==> src/rtl/lnk_pwr_ctl.sv <==
module lnk_pwr_ctl #(
  parameter int SW = 3
) (
  input  logic          clk,
  input  logic          rst_n,
  input  logic          wr_en,
  input  logic [SW-1:0] wr_state,
  input  logic          cap_d1,
  input  logic          cap_d2,
  input  logic [SW-1:0] up_state,
  input  logic          hw_req_vld,
  input  logic          hw_req_l1,
  input  logic          pme_en,
  input  logic          mst_req,
  input  logic          mst_is_pme,
  input  logic          tgt_req,
  input  logic          tgt_is_cfg,
  output logic [SW-1:0] dev_state,
  output logic [SW-1:0] link_state,
  output logic          hw_ack,
  output logic          hw_nak,
  output logic          mst_allow,
  output logic          mst_block,
  output logic          tgt_allow,
  output logic          tgt_block,
  output logic          illegal_combo,
  output logic          wr_err,
  output logic          reinit_req
);
  localparam logic [SW-1:0] DS_ON   = SW'(0);
  localparam logic [SW-1:0] DS_LT   = SW'(1);
  localparam logic [SW-1:0] DS_DEEP = SW'(2);
  localparam logic [SW-1:0] DS_HOT  = SW'(3);
  localparam logic [SW-1:0] DS_OFF  = SW'(4);
  localparam logic [SW-1:0] LK_ACT  = SW'(0);
  localparam logic [SW-1:0] LK_SBY  = SW'(1);
  localparam logic [SW-1:0] LK_SLP  = SW'(2);
  localparam logic [SW-1:0] LK_RDY  = SW'(3);
  localparam logic [SW-1:0] LK_DWN  = SW'(4);

  logic          wr_ok, wr_acc, pending, grant, low_pwr;
  logic [SW-1:0] link_nxt;

  assign wr_ok = (wr_state <= DS_OFF) &&
                 !(wr_state == DS_LT && !cap_d1) &&
                 !(wr_state == DS_DEEP && !cap_d2);
  assign wr_acc  = wr_en && wr_ok;
  assign pending = mst_req || tgt_req;
  assign grant   = hw_req_vld && !hw_req_l1 && dev_state == DS_ON &&
                   link_state == LK_ACT && !wr_acc && !pending;

  always_comb begin
    case (wr_state)
      DS_ON:          link_nxt = LK_ACT;
      DS_LT, DS_DEEP: link_nxt = LK_SLP;
      DS_HOT:         link_nxt = LK_RDY;
      default:        link_nxt = LK_DWN;
    endcase
  end

  always_ff @(posedge clk) begin
    if (!rst_n) begin
      dev_state  <= DS_ON;
      link_state <= LK_ACT;
      hw_ack     <= 1'b0;
      hw_nak     <= 1'b0;
      wr_err     <= 1'b0;
      reinit_req <= 1'b0;
    end else begin
      hw_ack <= grant;
      hw_nak <= hw_req_vld && !grant;
      wr_err <= wr_en && !wr_ok;
      if (wr_acc) begin
        dev_state  <= wr_state;
        link_state <= link_nxt;
        if (wr_state != DS_ON)
          reinit_req <= 1'b0;
        else if (dev_state >= DS_HOT)
          reinit_req <= 1'b1;
      end else if (link_state == LK_SBY && pending) begin
        link_state <= LK_ACT;
      end else if (grant) begin
        link_state <= LK_SBY;
      end
    end
  end

  assign low_pwr       = dev_state != DS_ON && dev_state != DS_OFF;
  assign illegal_combo = up_state > dev_state;

  assign mst_allow = mst_req && ((dev_state == DS_ON) ||
                                 (low_pwr && mst_is_pme && pme_en));
  assign mst_block = mst_req && !mst_allow;
  assign tgt_allow = tgt_req && ((dev_state == DS_ON) || (low_pwr && tgt_is_cfg));
  assign tgt_block = tgt_req && !tgt_allow;


  l1_refused_chk: assert property (@(posedge clk) disable iff (!rst_n)
    (hw_req_vld && hw_req_l1) |=> (hw_nak && !hw_ack));


  not_on_refused_chk: assert property (@(posedge clk) disable iff (!rst_n)
    (hw_req_vld && dev_state != DS_ON) |=> hw_nak);


  light_sleep_link_chk: assert property (@(posedge clk) disable iff (!rst_n)
    (dev_state == DS_LT || dev_state == DS_DEEP) |-> link_state == LK_SLP);


  standby_only_on_chk: assert property (@(posedge clk) disable iff (!rst_n)
    (link_state == LK_SBY) |-> dev_state == DS_ON);


  master_lowpwr_chk: assert property (@(posedge clk) disable iff (!rst_n)
    (dev_state != DS_ON && mst_allow) |-> (mst_is_pme && pme_en && dev_state != DS_OFF));


  reinit_after_d3_chk: assert property (@(posedge clk) disable iff (!rst_n)
    ($past(dev_state) >= DS_HOT && dev_state == DS_ON) |-> reinit_req);


  err_pulse_chk: assert property (@(posedge clk) disable iff (!rst_n)
    wr_err |-> $stable(dev_state));
endmodule

==> config.mk <==
export PLATFORM = sky130hd
export DESIGN_NAME = lnk_pwr_ctl
export DESIGN_NICKNAME = d
export VERILOG_FILES = /design/src/rtl/lnk_pwr_ctl.sv
export SDC_FILE = /design/constraint.sdc
export NUM_CORES = 1
export LEC_CHECK = 0
export BUFFER_PORTS_ARGS = -buffer_cell sky130_fd_sc_hd__buf_2
export CORE_AREA = 2 2 43 45
export DETAILED_ROUTE_END_ITERATION = 7
export DIE_AREA = 0 0 45 47
export HOLD_SLACK_MARGIN = 0.12
export PLACE_DENSITY_LB_ADDON = 0.05
export SLEW_MARGIN = 20
export SYNTH_ARGS = -nofsm -noshare
export SYNTH_HDL_FRONTEND = slang
export SYNTH_SLANG_ARGS = --single-unit
export TNS_END_PERCENT = 20
==> constraint.sdc <==
create_clock -name clk -period 1.25 [get_ports clk]
set_input_delay 0.1875 -clock clk [delete_from_list [all_inputs] [get_ports clk]]
set_output_delay 0.1875 -clock clk [all_outputs]
set_load 0.005 [all_outputs]
==> impl_metrics.csv, run 1 <==
group,metric,value,unit
synthesis,ys_async_sr_fraction,0,%
power_and_ir_drop,powerDensity,872.0,nW/um^2
synthesis,synth_fa_ha_area_share,6.565,%
drt,drc,0,
power_and_ir_drop,vdd_drop_max,0.4992,mV
synthesis,synth_edf_count,0,
global_route,grt_max_degree,12,
timing,fin_crit_sh,123.2,%
floorplan,die_h,47,um
synthesis,synth_top_area_share,35.01,%
floorplan,floorplan.initialDensity,34.62,%
clock_tree,clock_latency,0.26,ns
clock_tree,clockRootBuffer,"clkbuf_4",
timing,finalSetupViolCount,8,
synthesis,synth_compound_area_share,23.19,%
clock_tree,cts_buffers,3,
power_and_ir_drop,switchingPower,0.2084,mW
placed_design,hpwl,1155,um
floorplan,die_w,45,um
power_and_ir_drop,p_int,0.5804,mW
synthesis,yosys.area_share.simple,22.32,%
synthesis,synthXorXnorAreaFrac,0,%
synthesis,ys_warn_count,0,
global_route,grt_overflow_total,0,
synthesis,syn_inst,64,
clock_tree,cts_tree,"built",
setup_path,crit_path_end_kind,"output pin",
global_route,grtUsageMet1,19.08,%
placed_design,place_congestion,0.6971,
global_route,globalRouteMet2Util,22.00,%
synthesis,synth-seq-cells,10,
final_layout,num-fill-cells,169,
power_and_ir_drop,p_clk_share,26.1,%
final_layout,final_common_cell,"buf_2",
drt,wirelength,1414,um
synthesis,synth_area_per_cell,8.934,sq um
synthesis,synthTopCellsByArea,"dfxtp_1 35%, mux2i_1 7.0%, ha_1 6.6%, nor2_1 6.6%, inv_1 3.9%",
synthesis,synth_ff_type,"dfxtp_1",
synthesis,synth_top_family_by_area,"compound AO/OA/AOI/OAI gates",
setup_path,crit_path_start_kind,"flop",
clock_tree,cts_max_level,1,
power_and_ir_drop,p_seq_share,43.9,%
power_and_ir_drop,combPwrFrac,30.0,%
timing,relSlewSlack,81.49,%
synthesis,syn-cell-area,571.8,sq um
power_and_ir_drop,switching_share,26.42,%
drt,vias_per_cell,4.873,
worst_hold_path,hp-class,"input pin to flop",
placed_design,io_buffers,32,
final_layout,final_cell_mix,"30 x buf_2, 10 x nor2_1, 9 x buf_4, 8 x dfxtp_1, 5 x inv_1",
setup_path,cp_max_fo,4,
timing,tightest_slew,0.2774,ns
power_and_ir_drop,power.leakage,0.4504,nW
final_layout,nets,132,
global_route,grt_pass1_wl,2242,um
clock_tree,clockBufferDepth,2,
final_layout,drive_above_1_share,56.88,%
final_layout,antenna_cells,0,
setup_path,required,1.06,ns
final_layout,area_delta_synth_final,58.21,%
setup_path,worstSetupPathType,"flop to output pin",
timing,timing.fmax,649.3,MHz
floorplan,rows,15,
timing,fin_ws,-0.2900,ns
timing,fin_skew,0.01233,ns
drt,firstDrtPassIters,3,
global_route,antenna_found_initial,0,
clock_tree,cts.sinks,10,
synthesis,synth_area_leader_cell,"dfxtp_1",
global_route,grt_pass1_vias,549,
drt,drt_iter0_markers,4,
global_route,grt_usage,14.58,%
synthesis,syn-num-nets,85,
status,violations,"negative setup slack",
clock_tree,hold_buffers,0,
timing,report.final.slew_viol_count,0,
timing,fin_crit,1.540,ns
drt,wl_per_cell,11.22,um
synthesis,ys_seq_area_share,35.01,%
drt,ant_nets,0,
status,outcome,"complete, but fails checks",
global_route,grt_most_used_layer,"met2",
clock_tree,clkTransAtPathRegs,0.06,ns
setup_path,crit_arrival,1.35,ns
flow_run,cap_violations,0,
timing,hold_viol_final,0,
synthesis,ys_types,30,
drt,vias,614,
floorplan,io_pins,33,
floorplan,dieArea,2115,sq um
placed_design,placed_cell_area,832.0,sq um
final_layout,final_area,904.6,sq um
synthesis,synthMuxAreaShare,7.002,%
timing,rsz0062_at_grt,"true",
global_route,gr-usage-met3,6.538,%
floorplan,core,1652,sq um
final_layout,utilization,54.77,%
==> cells by family after synthesis <==
group,count (synthesis)
compound gates,16
buf+inv,7
flops,10
fa+ha+maj,3
simple gates,24
mux,4
==> registers in the layout (all words and copies together), names as in the netlist <==
register,count
dev_state,3
link_state,3
hw_ack,1
hw_nak,1
reinit_req,1
wr_err,1
==> layout make-up <==
class	instances	area (sq um)	share of cell area (%)
Clock buffer	3	22.52	2.490
Inverter	6	22.52	2.490
Multi-Input combinational cell	47	372.9	41.22
Sequential cell	10	202.7	22.41
Tap cell	17	21.27	2.351
Timing Repair Buffer	43	262.8	29.05
==> synth_stat cells (2+ instances only) <==
cell       n
ha_1       3
nor2_1    10
o21ai_0    2
nand2_1    4
a21boi_0   2
and3_1     2
dfxtp_1   10
mux2i_1    4
inv_1      6
==> power groups by stage <==
stage               logic (mW)  clock network [mW]  registers, mW
floorplan               0.0983                   0          0.356
global placement         0.207                   0          0.353
detailed placement       0.209                   0          0.353
CTS                      0.232               0.221          0.347
global route             0.264               0.235          0.349
finish                   0.237               0.206          0.346
==> worst paths after layout <==
kind	cells past startpoint	slack (ns)	end	from
min reg2reg	2	0.52	reinit_req	reinit_req
max	4	-0.29	mst_block	dev_state[0]
max reg2reg	4	-0.11	hw_ack	dev_state[0]
min	3	0.16	hw_nak	hw_req_vld
==> layer usage <==
| metal | vias to the layer above | wire (um) |
|---|---|---|
| met1 | 277 | 624 |
| met4 | 0 | 6 |
| met3 | 2 | 73 |
| li1 | 321 | - |
| met2 | 14 | 709 |
| met5 | - | 0 |
==> per-stage QoR <==
step | total power, mW | hold WS [ns] | instances | setup TNS, ns | setup slack (ns)
final | 0.7888 | 0.1633 | 126 | -1.633 | -0.2900
after global routing | 0.8477 | 0.1642 | 126 | -2.208 | -0.3696
after CTS | 0.7997 | 0.1509 | 126 | -1.748 | -0.2956
after detailed placement | 0.5628 | 0.4167 | 123 | -1.159 | -0.1329
after global placement | 0.5603 | 0.4155 | 123 | -0.9600 | -0.1035
after floorplan | 0.4540 | 0.3013 | 64 | -0.1358 | -0.06755
==> critical path: stages, from the launching register on <==
cell     delay [ns]
dfxtp_2        0.33
or3_4          0.38
buf_6          0.13
and3_4         0.14
buf_6          0.11
==> timing repair <==
item	in CTS	in global routing
pin swaps	4	3
buffers inserted	0	0
setup endpoints to repair	8	8
gates resized for setup	10	3
(Power assumes the default switching activity.)
==> run 2: changes to the inputs <==
- ABC_AREA: not set -> 1
- CORE_AREA: 2 2 43 45 -> 2 2 44 46
- DIE_AREA: 0 0 45 47 -> 0 0 46 48
==> run 2 against run 1 <==
Compared with the run above: the run still ends with negative setup slack left; power is 8.1% higher; sequential power grew 1%; first-iteration DRC count is 75% lower; routed wire length fell by 0.28%; setup slack worse by 0.0065 ns; die area grew 4.4%; clock skew shrank 0.0077 ns; clock-buffer cell count is the same; clock power rose by 4%; register-to-register slack gained 0.19 ns; critical endpoint is now illegal_combo.
==> impl_metrics.csv, run 2 <==
group,metric,value,unit
synthesis,synth-seq-cells,10,
setup_path,crit_arrival,1.36,ns
setup_path,required,1.06,ns
power_and_ir_drop,powerDensity,929.8,nW/um^2
power_and_ir_drop,power.leakage,0.4845,nW
global_route,grt_pass1_vias,564,
timing,rsz0062_at_grt,"true",
power_and_ir_drop,p_clk_share,25.2,%
placed_design,place_congestion,0.7392,
clock_tree,clock_latency,0.26,ns
setup_path,worst-path-buf-inv,2,
synthesis,synth_top_area_share,31.07,%
timing,hold_viol_final,0,
final_layout,antenna_cells,0,
clock_tree,cts_setup_buffers,0,
drt,ant_nets,0,
setup_path,cpMaxStageDelayCell,"dfxtp_2",
flow_run,cap_violations,0,
global_route,gr-usage-met3,3.396,%
timing,tightest_slew,0.2164,ns
setup_path,crit_path_end_kind,"output pin",
setup_path,worstSetupPathType,"flop to output pin",
final_layout,final_cell_mix,"32 x buf_2, 12 x nand2_1, 11 x inv_1, 10 x nor2_1, 8 x dfxtp_1",
final_layout,nets,150,
floorplan,die_h,48,um
floorplan,core,1689,sq um
setup_path,cp_cell_sequence,"inv_2 -> ha_4 -> nand2_2 -> nor2_2 -> a211oi_2 -> a31oi_1 -> buf_2",
final_layout,layoutNonFillerInstCount,144,
clock_tree,cts.sinks,10,
clock_tree,cts_max_level,1,
synthesis,synthTopCellsByArea,"dfxtp_1 31%, nand2_1 7.6%, inv_1 7.0%, nor2_1 6.4%, ha_1 5.8%",
global_route,antenna_found_initial,0,
timing,fin_crit,1.547,ns
setup_path,ff2ff_path_depth,9,
drt,drc,0,
floorplan,rows,15,
power_and_ir_drop,p_int,0.5812,mW
synthesis,synth_area_leader_cell,"dfxtp_1",
synthesis,synth_ff_type,"dfxtp_1",
placed_design,placed_cell_area,844.6,sq um
synthesis,ys_seq_area_share,31.07,%
power_and_ir_drop,vdd_drop_max,0.7728,mV
final_layout,area_delta_synth_final,42.33,%
timing,relSlewSlack,85.53,%
status,outcome,"complete, but fails checks",
placed_design,hpwl,1155,um
timing,fin_skew,0.004646,ns
global_route,grt_max_degree,11,
synthesis,synth_most_common_cell,"nand2_1",
final_layout,utilization,54.30,%
synthesis,ys_warn_count,0,
timing,finalSetupViolCount,5,
synthesis,synth_common_cells,"13 x nand2_1, 12 x inv_1, 11 x nor2_1, 10 x dfxtp_1, 7 x a21oi_1",
synthesis,synth_edf_count,0,
timing,report.final.slew_viol_count,0,
placed_design,io_buffers,32,
synthesis,ys_async_sr_fraction,0,%
worst_hold_path,hp-class,"input pin to flop",
final_layout,final_common_cell,"buf_2",
timing,timing.fmax,646.6,MHz
global_route,grt_overflow_total,0,
setup_path,worst_path_largest_cell_delay,0.33,ns
drt,wirelength,1410,um
synthesis,synth_area_per_cell,7.160,sq um
clock_tree,cts_tree,"built",
power_and_ir_drop,switching_share,31.84,%
drt,vias,680,
floorplan,dieArea,2208,sq um
final_layout,reg_top3,"dev_state (3), link_state (3)",
setup_path,cp_max_fo,3,
timing,fin_ws,-0.2966,ns
worst_hold_path,whs_path_depth,3,
power_and_ir_drop,combPwrFrac,33.7,%
global_route,grt_usage,14.25,%
final_layout,final_area,917.1,sq um
timing,tns,-1.021,ns
clock_tree,cts_buffers,3,
setup_path,crit_cells,7,
drt,vias_per_cell,4.722,
setup_path,crit_path_start_kind,"flop",
drt,wl_per_cell,9.792,um
final_layout,drive_above_1_share,51.18,%
drt,drt_iter0_markers,1,
global_route,grt_most_used_layer,"met2",
clock_tree,clockBufferDepth,2,
clock_tree,clkTransAtPathRegs,0.06,ns
floorplan,io_pins,33,
synthesis,ys_types,21,
setup_path,cp_top_family,"flip-flops",
power_and_ir_drop,p_seq_share,41.1,%
final_layout,num-fill-cells,181,
synthesis,syn-num-nets,111,
global_route,grt_pass1_wl,2166,um
synthesis,syn-cell-area,644.4,sq um
status,violations,"negative setup slack",
global_route,grtUsageMet1,14.86,%
synthesis,syn_inst,90,
power_and_ir_drop,finalPower,0.8528,mW
floorplan,die_w,46,um
power_and_ir_drop,switchingPower,0.2716,mW
timing,fin_crit_sh,123.7,%
clock_tree,clockRootBuffer,"clkbuf_4",
global_route,globalRouteMet2Util,25.00,%
drt,firstDrtPassIters,2,
placed_design,place_inst,141,
floorplan,floorplan.initialDensity,38.15,%
-- run 2: power groups by stage --
stage	registers (mW)	logic (mW)	clock network, mW
finish	0.351	0.287	0.215
global route	0.354	0.326	0.231
global placement	0.357	0.257	0
floorplan	0.362	0.159	0
detailed placement	0.358	0.261	0
CTS	0.351	0.280	0.220
-- run 2: worst register-to-register path: stages, from the launching register on --
cell and delay [ns]:
dfxtp_2 0.32, inv_2 0.07, buf_4 0.12, nand2_4 0.06, nor2_4 0.12, nand3_2 0.15
nand3_4 0.12, nand2_2 0.05, inv_2 0.04, nor2_2 0.03
-- run 2: logic make-up after synthesis --
group           count (synthesis)  synth area share [%]
compound gates                 12                 11.07
simple gates                   48                 41.94
fa+ha+maj                       3                 5.826
flops                          10                 31.07
buf+inv                        17                 10.10
-- run 2: worst paths after layout --
path                               startpoint             to  slack, ns
worst max-delay path             dev_state[2]  illegal_combo      -0.30
worst max register to register   dev_state[1]  link_state[1]       0.08
worst min-delay path               hw_req_vld         hw_nak       0.17
worst min register to register  link_state[0]  link_state[0]       0.50
-- run 2: layout make-up --
class / instances / area, sq um / share of cell area [%]
clock buffer: 3 / 22.52 / 2.456
inverter: 16 / 60.06 / 6.548
multi-input combinational: 63 / 427.9 / 46.66
sequential: 10 / 202.7 / 22.10
tap: 17 / 21.27 / 2.319
timing repair buffer: 35 / 182.7 / 19.92
-- run 2: repair_timing --
item                       in CTS  in global routing
resized for setup               7                  3
hold buffers                    0                  0
pin swaps                       2                  3
setup endpoints to repair       5                  5
-- run 2: layer usage --
layer	part of all wire, %	wire [um]
met5	0	0
met2	50	701
met3	6.0	85
met1	41	581
met4	3.0	42
-- run 2: metrics by stage --
step                setup WS, ns  hold WS [ns]
detailed placement      -0.03823        0.4518
global route             -0.3814        0.2068
finish                   -0.2966        0.1742
global placement       -0.004851        0.4548
floorplan                0.03594        0.3079
CTS                      -0.2751        0.1716
